## src/rtl/kp_pkg.sv

```systemverilog
package kp_pkg;
  localparam int KP_COL_W = 4;
  localparam int KP_ID_W  = 7;

  typedef enum logic [2:0] {
    ST_IDLE,
    ST_PRE,
    ST_COL,
    ST_REPORT,
    ST_CHECK,
    ST_WAIT
  } scanState_e;

  // strobes from control to the event datapath
  typedef struct packed {
    logic                clearRaw;
    logic                sampleEn;
    logic [KP_COL_W-1:0] col;
    logic                reportEn;
    logic [KP_ID_W-1:0]  reportIdx;
  } scanStrb_t;
endpackage

```

## src/rtl/kp_scan_ctrl.sv

```systemverilog
module kp_scan_ctrl
  import kp_pkg::*;
#(
  parameter int NUM_ROWS     = 8,
  parameter int NUM_COLS     = 11,
  parameter int TICK_DIV     = 1000,
  parameter int WAIT_UNIT    = 10,
  parameter int SETTLE_TICKS = 2
) (
  input  logic                clk,
  input  logic                rstN,
  input  logic [NUM_ROWS-1:0] rowEn,
  input  logic [NUM_COLS-1:0] colEn,
  input  logic [1:0]          waitSel,
  input  logic [NUM_ROWS-1:0] rowIn,
  input  logic                anyHeld,
  output logic [NUM_COLS-1:0] colLow,
  output scanStrb_t           strb
);
  localparam int TOTAL  = NUM_ROWS * NUM_COLS + NUM_ROWS;
  localparam int TICK_W = (TICK_DIV > 1) ? $clog2(TICK_DIV) : 1;
  localparam int WAIT_W = $clog2(4 * WAIT_UNIT + 1);
  localparam int SET_W  = $clog2(SETTLE_TICKS + 1);

  scanState_e          state;
  logic [TICK_W-1:0]   preCnt;
  logic                tick;
  logic [KP_COL_W-1:0] colIdx;
  logic [SET_W-1:0]    settleCnt;
  logic [WAIT_W-1:0]   waitCnt;
  logic [WAIT_W-1:0]   waitLimit;
  logic [KP_ID_W-1:0]  idx;
  logic                wake;
  logic                colActive;
  logic                lastCol;
  logic                sampleNow;

  assign tick      = (preCnt == TICK_W'(TICK_DIV - 1));
  assign wake      = |(rowEn & ~rowIn);
  assign colActive = colEn[colIdx];
  assign lastCol   = (colIdx == KP_COL_W'(NUM_COLS - 1));
  assign sampleNow = (state == ST_COL) && colActive && tick &&
                     (settleCnt == SET_W'(SETTLE_TICKS - 1));
  assign waitLimit = WAIT_W'((32'(waitSel) + 32'd1) * 32'(WAIT_UNIT));

  always_ff @(posedge clk or negedge rstN) begin
    if (!rstN)     preCnt <= '0;
    else if (tick) preCnt <= '0;
    else           preCnt <= preCnt + TICK_W'(1);
  end

  always_ff @(posedge clk or negedge rstN) begin
    if (!rstN) begin
      state     <= ST_IDLE;
      colIdx    <= '0;
      settleCnt <= '0;
      waitCnt   <= '0;
      idx       <= '0;
    end else begin
      case (state)
        ST_IDLE:   if (wake) state <= ST_PRE;
        ST_PRE: begin
          if (tick) begin
            state     <= ST_COL;
            colIdx    <= '0;
            settleCnt <= '0;
          end
        end
        ST_COL: begin
          if (!colActive || sampleNow) begin
            settleCnt <= '0;
            if (lastCol) begin
              state <= ST_REPORT;
              idx   <= '0;
            end else begin
              colIdx <= colIdx + KP_COL_W'(1);
            end
          end else if (tick) begin
            settleCnt <= settleCnt + SET_W'(1);
          end
        end
        ST_REPORT: begin
          if (idx == KP_ID_W'(TOTAL - 1)) state <= ST_CHECK;
          else                            idx <= idx + KP_ID_W'(1);
        end
        ST_CHECK: begin
          if (anyHeld) begin
            state   <= ST_WAIT;
            waitCnt <= '0;
          end else begin
            state <= ST_IDLE;
          end
        end
        ST_WAIT: begin
          if (tick) begin
            if (waitCnt == waitLimit - WAIT_W'(1)) state <= ST_PRE;
            else                                   waitCnt <= waitCnt + WAIT_W'(1);
          end
        end
        default: state <= ST_IDLE;
      endcase
    end
  end

  always_comb begin
    colLow = '0;
    case (state)
      ST_COL:  if (colActive) colLow[colIdx] = 1'b1;
      ST_PRE:  colLow = '0;
      default: colLow = colEn;
    endcase
  end

  always_comb begin
    strb.clearRaw  = (state == ST_PRE);
    strb.sampleEn  = sampleNow;
    strb.col       = colIdx;
    strb.reportEn  = (state == ST_REPORT);
    strb.reportIdx = idx;
  end

  AST_WAIT_WITHIN_LIMIT: assert property (@(posedge clk) disable iff (!rstN)
    (state == ST_WAIT) |-> (waitCnt < waitLimit));
  AST_COL_ENTRY_FROM_PRE: assert property (@(posedge clk) disable iff (!rstN)
    ($rose(state == ST_COL)) |-> ($past(state) == ST_PRE && colIdx == '0));
endmodule

```

## src/rtl/kp_event_path.sv

```systemverilog
module kp_event_path
  import kp_pkg::*;
#(
  parameter int NUM_ROWS = 8,
  parameter int NUM_COLS = 11
) (
  input  logic                clk,
  input  logic                rstN,
  input  logic [NUM_ROWS-1:0] rowEn,
  input  logic [NUM_COLS-1:0] colEn,
  input  logic [NUM_ROWS-1:0] rowIn,
  input  scanStrb_t           strb,
  output logic                anyHeld,
  output logic                evtValid,
  output logic [KP_ID_W-1:0]  evtId,
  output logic                evtPressed
);
  localparam int KEYS  = NUM_ROWS * NUM_COLS;
  localparam int TOTAL = KEYS + NUM_ROWS;

  logic [TOTAL-1:0] curImg;
  logic [TOTAL-1:0] prevImg;
  logic [TOTAL-1:0] stableImg;
  logic             curBit;
  logic             prevBit;
  logic             stableBit;

  for (genvar gr = 0; gr < NUM_ROWS; gr++) begin : g_row
    logic [NUM_COLS-1:0] rowBits;
    logic                rowFull;

    always_ff @(posedge clk or negedge rstN) begin
      if (!rstN)              rowBits <= '0;
      else if (strb.clearRaw) rowBits <= '0;
      else if (strb.sampleEn) begin
        for (int c = 0; c < NUM_COLS; c++)
          if (strb.col == KP_COL_W'(c)) rowBits[c] <= rowEn[gr] & ~rowIn[gr];
      end
    end

    // whole row low on every enabled column: row-to-ground switch
    assign rowFull = rowEn[gr] && (|colEn) && (&(rowBits | ~colEn));
    assign curImg[gr*NUM_COLS +: NUM_COLS] = rowFull ? '0 : rowBits;
    assign curImg[KEYS + gr] = rowFull;
  end

  assign curBit    = curImg[strb.reportIdx];
  assign prevBit   = prevImg[strb.reportIdx];
  assign stableBit = stableImg[strb.reportIdx];
  assign anyHeld   = (|prevImg) || (|stableImg);

  always_ff @(posedge clk or negedge rstN) begin
    if (!rstN) begin
      prevImg    <= '0;
      stableImg  <= '0;
      evtValid   <= 1'b0;
      evtId      <= '0;
      evtPressed <= 1'b0;
    end else begin
      evtValid <= 1'b0;
      if (strb.reportEn) begin
        prevImg[strb.reportIdx] <= curBit;
        if ((curBit == prevBit) && (curBit != stableBit)) begin
          stableImg[strb.reportIdx] <= curBit;
          evtValid   <= 1'b1;
          evtId      <= strb.reportIdx + KP_ID_W'(1);
          evtPressed <= curBit;
        end
      end
    end
  end

  AST_EVT_ID_RANGE: assert property (@(posedge clk) disable iff (!rstN)
    evtValid |-> (evtId >= KP_ID_W'(1) && evtId <= KP_ID_W'(TOTAL)));
  AST_EVT_FROM_REPORT: assert property (@(posedge clk) disable iff (!rstN)
    evtValid |-> $past(strb.reportEn));
endmodule

```

## src/rtl/keypad_scanner.sv

```systemverilog
module keypad_scanner
  import kp_pkg::*;
#(
  parameter int NUM_ROWS     = 8,
  parameter int NUM_COLS     = 11,
  parameter int TICK_DIV     = 1000,
  parameter int WAIT_UNIT    = 10,
  parameter int SETTLE_TICKS = 2
) (
  input  logic                clk,
  input  logic                rstN,
  input  logic [NUM_ROWS-1:0] rowEn,
  input  logic [NUM_COLS-1:0] colEn,
  input  logic [1:0]          waitSel,
  input  logic [NUM_ROWS-1:0] rowIn,
  output logic [NUM_COLS-1:0] colLow,
  output logic                evtValid,
  output logic [6:0]          evtId,
  output logic                evtPressed
);
  scanStrb_t strb;
  logic      anyHeld;

  kp_scan_ctrl #(
    .NUM_ROWS(NUM_ROWS), .NUM_COLS(NUM_COLS), .TICK_DIV(TICK_DIV),
    .WAIT_UNIT(WAIT_UNIT), .SETTLE_TICKS(SETTLE_TICKS)
  ) i_ctrl (
    .clk(clk), .rstN(rstN), .rowEn(rowEn), .colEn(colEn), .waitSel(waitSel),
    .rowIn(rowIn), .anyHeld(anyHeld), .colLow(colLow), .strb(strb)
  );

  kp_event_path #(
    .NUM_ROWS(NUM_ROWS), .NUM_COLS(NUM_COLS)
  ) i_path (
    .clk(clk), .rstN(rstN), .rowEn(rowEn), .colEn(colEn), .rowIn(rowIn),
    .strb(strb), .anyHeld(anyHeld), .evtValid(evtValid), .evtId(evtId),
    .evtPressed(evtPressed)
  );

  AST_COL_ENABLED_ONLY: assert property (@(posedge clk) disable iff (!rstN)
    (colLow & ~colEn) == '0);
  AST_SAMPLE_ONE_COL: assert property (@(posedge clk) disable iff (!rstN)
    strb.sampleEn |-> ($onehot(colLow) && colLow[strb.col]));
  AST_STRB_EXCLUSIVE: assert property (@(posedge clk) disable iff (!rstN)
    $onehot0({strb.clearRaw, strb.sampleEn, strb.reportEn}));
endmodule

```

## config.mk

```make
export PLATFORM = sky130hd
export DESIGN_NAME = keypad_scanner
export DESIGN_NICKNAME = d
export VERILOG_FILES = /design/src/rtl/kp_pkg.sv /design/src/rtl/kp_scan_ctrl.sv /design/src/rtl/kp_event_path.sv /design/src/rtl/keypad_scanner.sv
export SDC_FILE = /design/constraint.sdc
export NUM_CORES = 1
export LEC_CHECK = 0
export BUFFER_PORTS_ARGS = -buffer_cell sky130_fd_sc_hd__buf_2
export CAP_MARGIN = 10
export CORE_AREA = 2 2 271 273
export CTS_CLUSTER_SIZE = 16
export DETAILED_ROUTE_END_ITERATION = 10
export DIE_AREA = 0 0 273 275
export SYNTH_ARGS = -nofsm -noshare
export SYNTH_HDL_FRONTEND = slang
export SYNTH_HIERARCHICAL = 1
export SYNTH_SLANG_ARGS = --single-unit
```

## constraint.sdc

```tcl
create_clock -name clk -period 2.82 [get_ports clk]
set_input_delay 0.564 -clock clk [delete_from_list [all_inputs] [get_ports clk]]
set_output_delay 0.564 -clock clk [all_outputs]
set_load 0.05 [all_outputs]
```

# Yosys cells after proc, flatten, opt, wreduce, memory -nomap -nowiden
# Cells that the tools add are included.
totals:
  register_bits: 321
  input_bits: 31
  output_inout_bits: 20
  elab_cells: 398
classes:
  n_addsub: 7
  multipliers: 1
  n_lt_le_gt_ge: 4
  n_eq_ne: 33
  n_mux: 156
  bitwise_logic: 27
  reduce_logical: 71
ops:
  columns: ["operator", "n"]
  rows:
  - ["$mux 11", 25]
  - ["$bwmux 96", 2]
  - ["$reduce_or 96->1", 2]
  - ["$mux 1", 96]
  - ["$or 11x11->11", 8]
  - ["$reduce_and 11->1", 8]
  - ["$mul 32x3->5 const B", 1]
  - ["$reduce_bool 2->1", 15]
  - ["$mux 3", 8]
  - ["$reduce_and 2->1", 12]
  - ["$logic_and 1x1->1", 22]
  - ["$pmux 11 s2", 1]
  - ["$bmux 1 s7", 3]
  - ["$mux 7", 3]
  - ["$mux 6", 3]
  - ["$pmux 3 s6", 1]
  - ["$eq 4x3->1 const B", 4]
  - ["$ne 2x2->1 const B", 7]
  - ["$pmux 7 s2", 1]
  - ["$eq 4x4->1 const B", 3]
  - ["$mux 4", 3]
  - ["$pmux 6 s2", 1]
  - ["$reduce_and 4->1", 3]
  - ["$not 11->11", 1]
  - ["43 further kinds", 66]

# Longest topological paths before layout
depth:
  word_depth: 11
  mapped_depth: 15
  depth_no_buf: 10

# Hierarchy
# The synthesis kept the hierarchy.
modules_own_cells:
  columns: ["mod", "n_inst", "cells_per_inst", "area_per_inst_um2", "seq_area_each_um2"]
  rows:
  - ["kp_event_path", 1, 1548, 15656.3, 7231.9]
  - ["kp_scan_ctrl", 1, 240, 2192.1, 800.8]

# Worst setup path after synthesis
# OpenSTA, ideal clock, no wires.
synth_path:
  path_kind: "register -> register"
  start: "reg i_ctrl.idx[0]"
  end: "reg i_path.evtId[0]"
  setup_time_ps: 125
  t_arrival_ps: 2964
  t_required_ps: 2695
  slack_ps: -269
  path_stages_with_launch: 15
  path_buffers: 6
  period_less_slack_ps: 3089
  path_cell_list: "dfrtp_1 buf_6 buf_6 buf_6 buf_6 mux2_2 o22ai_1 o21ai_0 nor4b_2 a311oi_2 a211o_1 buf_2 a21bo_1 buf_6 mux2_4"
synth_between:
  elab_chain_cells: 5
  word_cells_on_any_way: 11
  classes_between: "add/sub (1); eq/ne (2); mux (6); reduce/logical (2)"
synth_lines:
  columns: ["item", "line_no", "rtl"]
  rows:
  - ["from (decl)", "kp_scan_ctrl.sv:32", "logic [KP_ID_W-1:0] idx;"]
  - ["from (signal assigned)", "kp_scan_ctrl.sv:84", "else idx <= idx + KP_ID_W'(1);"]
  - ["$bmux 1 s7 (on tied branches)", "kp_event_path.sv:47, kp_event_path.sv:48, kp_event_path.sv:49", null]
  - ["$mux 1 (on tied branches)", "kp_event_path.sv:47, kp_event_path.sv:48, kp_event_path.sv:49", null]
  - ["$eq 1x1->1 / $ne 1x1->1 (equally long branches)", "kp_event_path.sv:63", "if ((curBit == prevBit) && (curBit != stableBit)) begin"]
  - ["$logic_and 1x1->1", "kp_event_path.sv:63", null]
  - ["$reduce_and 2->1 (no source line)", null, null]
  - ["to (signal assigned)", "kp_event_path.sv:66", "evtId <= strb.reportIdx + KP_ID_W'(1);"]
  - ["to (decl)", "kp_event_path.sv:15", "output logic [KP_ID_W-1:0] evtId,"]
# Parallel ways exist; a longest one is shown, timed or not. The select of a mux whose other input is x is not followed.
# A chain may end at the register's enable or synchronous reset.

# Worst setup path after layout
layout_path:
  start: "reg i_ctrl.idx[0]"
  end: "reg i_path.evtId[4]"
# The elaborated chain is that of the path after synthesis.

==> metrics.csv <==
stage;metric;value;unit
logic_synthesis;Yosys warnings;6;
setup_path;Setup crit start kind;register;
timing;Slew headroom;43.2;%
final_layout;Core Util, Final;33.3;%
logic_synthesis;ys flop type;dfrtp_1;
final_layout;layout cell share with drive strength beyond 1;35.3;%
detailed_routing;Vias/cell;5.38;
timing;Slew Limit Fails;0;
logic_synthesis;mux cell area share after synthesis;13.3;%
logic_synthesis;synthesized area;17800;µm²
logic_synthesis;register area share after synthesis;45.0;%
cts;hold buffer count at cts;0;
cts;CTS tree;built;
min_path;Hold WC Path Type;input pin to asynchronous set/reset pin;
pwr;Peak supply drop;657;µV
setup_path;WS Path Type;register to register;
setup_path;CP max FO;8;
setup_path;element type at the critical path end;register;
grt;vias in the first global route;16800;
detailed_routing;ANT nets after route;0;
setup_path;Worst path top cell family by delay;compound AO/OA/AOI/OAI gates;
status;outcome;finished, violations left;
logic_synthesis;dominant cell type by area after synthesis;dfrtp_1;
logic_synthesis;number of synthesized flops with an enable pin;0;
logic_synthesis;combinational family with the most area after synthesis;simple AND/OR/NAND/NOR gates;
cts;CTS Sinks;321;
grt;M1 GR Usage;23.1;%
cts;root buf cell;clkbuf_16;
logic_synthesis;Synth Area in Adders;0.701;%
die;total core area;72300;µm²
grt;grt ovf;0;
logic_synthesis;synth top area cells;dfrtp_1 (45%), o21ai_0 (8.6%), mux2_2 (7.6%), nand3b_1 (3.9%), nand2_1 (2.9%);
timing;crit path time final;3270;ps
timing;Clock Skew;13.4;ps
detailed_routing;DRT Pass-1 Iters;5;
grt;first-pass GRT wire length;104000;µm
grt;Global Route Usage Sum;17.7;%
final_layout;Final nets;2175;
placed_design;Setup WS pre-CTS;-830;ps
setup_path;WP buf/inv;4;
die;Initial Util;24.7;%
placed_design;placed wire-length estimate;47900;µm
timing;f_max;0.306;GHz
detailed_routing;Via Count;16800;
timing;final hold vios;2;
logic_synthesis;Synth Area in Compound Gates;17.6;%
timing;final setup margin;-448;ps
setup_path;peak per-stage delay on the critical path;500;ps
pwr;leakage;9.12;nW
pwr;power per cell area;892;nW/µm²
placed_design;routability cong.;0.952;
cts;cts bufs inserted;37;
detailed_routing;WL final;69100;µm
timing;fin crit share;116;%
cts;Reg clk slew, reported paths;60;ps
setup_path;Worst Path Arrival;3700;ps
grt;grt peak-use layer;met2;
detailed_routing;Initial DRC Count;1640;
die;Die Span Y;275;µm
die;die width;273;µm
grt;initial antenna violation count;1;
cts;Skew-Pair Late Insertion Delay;560;ps
logic_synthesis;Syn Nets;1829;
logic_synthesis;Avg Inst Size Synth;9.98;µm²
setup_path;crit path cell chain;buf_12, buf_12, buf_12, mux2_4, o221ai_4, o31ai_4, a21oi_2, o41ai_4, nor4_4, buf_4, nand4_4, a21bo_4, mux2_4;
die;I/O pin total;51;
placed_design;IO Port Bufs;50;
logic_synthesis;asr flop ratio synth;100;%
timing;Hold Slack;-4.73;ps
cts;clk buf depth;3;
logic_synthesis;#FFs+latches synth;321;
setup_path;CP Data Required Time;3260;ps
logic_synthesis;post-synth top area share;45.0;%
die;die area;75100;µm²
final_layout;area delta synth->final;34.9;%
die;Rows;99;
detailed_routing;Routed WL per cell;22.2;µm
grt;pin count of the biggest net entering global routing;98;
setup_path;crit path max-delay cell type;dfrtp_4;
grt;GRT met2 Usage;28.7;%
status;violated checks;negative hold slack, negative setup slack;
timing;unrepaired setup endpoints after global routing;true;
cts;Clock H-tree levels;2;
setup_path;critical path's most frequent cell;buf_12;
logic_synthesis;Distinct cells, synth;93;
timing;Worst Tran Pin Value;852;ps
logic_synthesis;XOR/XNOR share of the synthesized area;0.736;%
grt;met3 GRT Util;3.28;%
logic_synthesis;simple-gate share of the synthesized area;18.5;%
flow_run;maxcap violations;0;
timing;Final setup viols;219;
detailed_routing;DRC;0;
logic_synthesis;cell count after synthesis;1788;
-- state kept, by name, indices dropped and copies added (netlist names) --
| signal | flops |
|---|---|
| i_ctrl/colIdx | 4 |
| i_ctrl/idx | 7 |
| i_ctrl/preCnt | 10 |
| i_ctrl/settleCnt | 2 |
| i_ctrl/state | 3 |
| i_ctrl/waitCnt | 6 |
| i_path/evtId | 7 |
| i_path/evtPressed | 1 |
| i_path/evtValid | 1 |
| i_path/g_row.rowBits | 88 |
| i_path/prevImg | 96 |
| i_path/stableImg | 96 |
-- per-stage QoR --
step | total power [mW] | setup TNS (ps) | hold WS [ps] | area, µm² | instances
2_1_floorplan | 10.9 | -2660 | 268 | 18000 | 1788
3_3_place_gp | 14.5 | -94160 | 465 | 21700 | 3019
3_5_place_dp | 14.7 | -100610 | 489 | 21700 | 3019
4_1_cts | 20.8 | -60470 | 0.165 | 23500 | 3104
5_1_grt | 22.3 | -103290 | 22.8 | 24100 | 3115
6_report | 21.5 | -79790 | -4.73 | 24100 | 3116
-- power breakdown --
part	switching (mW)	internal, mW	total, mW
clock	2.01	2.94	4.95
sequential	0.695	5.21	5.91
combinational	5.99	4.64	10.6
total	8.69	12.8	21.5
-- synth_stat cells (all sizes together) (8+ instances only) --
| master | number |
|---|---|
| xnor2 | 8 |
| a21oi | 23 |
| nand2 | 139 |
| nor4 | 66 |
| a221oi | 15 |
| mux4 | 15 |
| dfrtp | 321 |
| ha | 10 |
| buf | 48 |
| inv | 29 |
| nand3 | 50 |
| a22o | 13 |
| nand3b | 92 |
| o221ai | 11 |
| nor2b | 26 |
| and3 | 10 |
| nand2b | 75 |
| o21ai | 313 |
| and2 | 9 |
| nand4 | 23 |
| a211oi | 14 |
| nor3 | 17 |
| o2111ai | 24 |
| mux2 | 135 |
| nor2 | 63 |
| mux2i | 48 |
| o22ai | 17 |
| clkbuf | 73 |
-- layout by cell type (no fill, tap or decap), types with 35 or more instances in the layout --
cell / instances
nand2_1: 137
nand2b_1: 72
o21ai_1: 119
nand3_1: 50
nor2_1: 55
clkbuf_16: 43
nor4_1: 65
nand3b_1: 92
o21ai_0: 156
dfrtp_1: 317
buf_4: 324
buf_2: 45
mux2_2: 119
mux2i_1: 46
buf_12: 37
o21ai_2: 35
-- worst paths after layout --
path	start	endpoint	slack, ps	cells after the start
min in group clk	i_ctrl/preCnt[0]$_DFF_PN0_	i_ctrl/preCnt[0]$_DFF_PN0_	500	1
setup reg to reg	i_ctrl/idx[0]$_DFFE_PN0P_	i_path/evtId[4]$_DFFE_PN0P_	-450	13
hold reg to reg	i_ctrl/preCnt[0]$_DFF_PN0_	i_ctrl/preCnt[0]$_DFF_PN0_	500	1
hold / removal	rstN	i_path/stableImg[16]$_DFFE_PN0P_	-5	1
max in group asynchronous	rstN	i_path/stableImg[61]$_DFFE_PN0P_	1960	2
setup / recovery	i_ctrl/idx[0]$_DFFE_PN0P_	i_path/evtId[4]$_DFFE_PN0P_	-450	13
-- kinds of logic (layout without fill, tap and decap cells) --
logic type	after synthesis	after routing
AND/OR/NAND/NOR	588	588
other	0	1
multiplexers	198	198
AO/OA/AOI/OAI	506	506
flip-flops	321	321
buffers and inverters	150	518
adder cells (fa/ha/maj)	10	10
XOR/XNOR	15	15
-- metal layers --
layer / up-vias / routed length, µm
met2: 706 / 32100
li1: 7396 / -
met3: 183 / 5090
met4: 2 / 3310
met5: - / 13
met1: 8466 / 28600
-- layout make-up --
class,instances,area [µm²]
Antenna cell,1,2.50
Clock buffer,46,1030
Clock inverter,15,183
Fill cell,7285,48300
Inverter,29,119
Multi-Input combinational cell,1317,9690
Sequential cell,321,8040
Tap cell,959,1200
Timing Repair Buffer,428,3820
-- repair_timing --
action / in CTS / in global routing
resized for setup: 199 / 92
setup endpoints to repair: 219 / 219
gates cloned: 3 / 7
setup buffers: 22 / 6
pin swaps: 27 / 25
No activity file was read; power rests on OpenSTA's default activity.
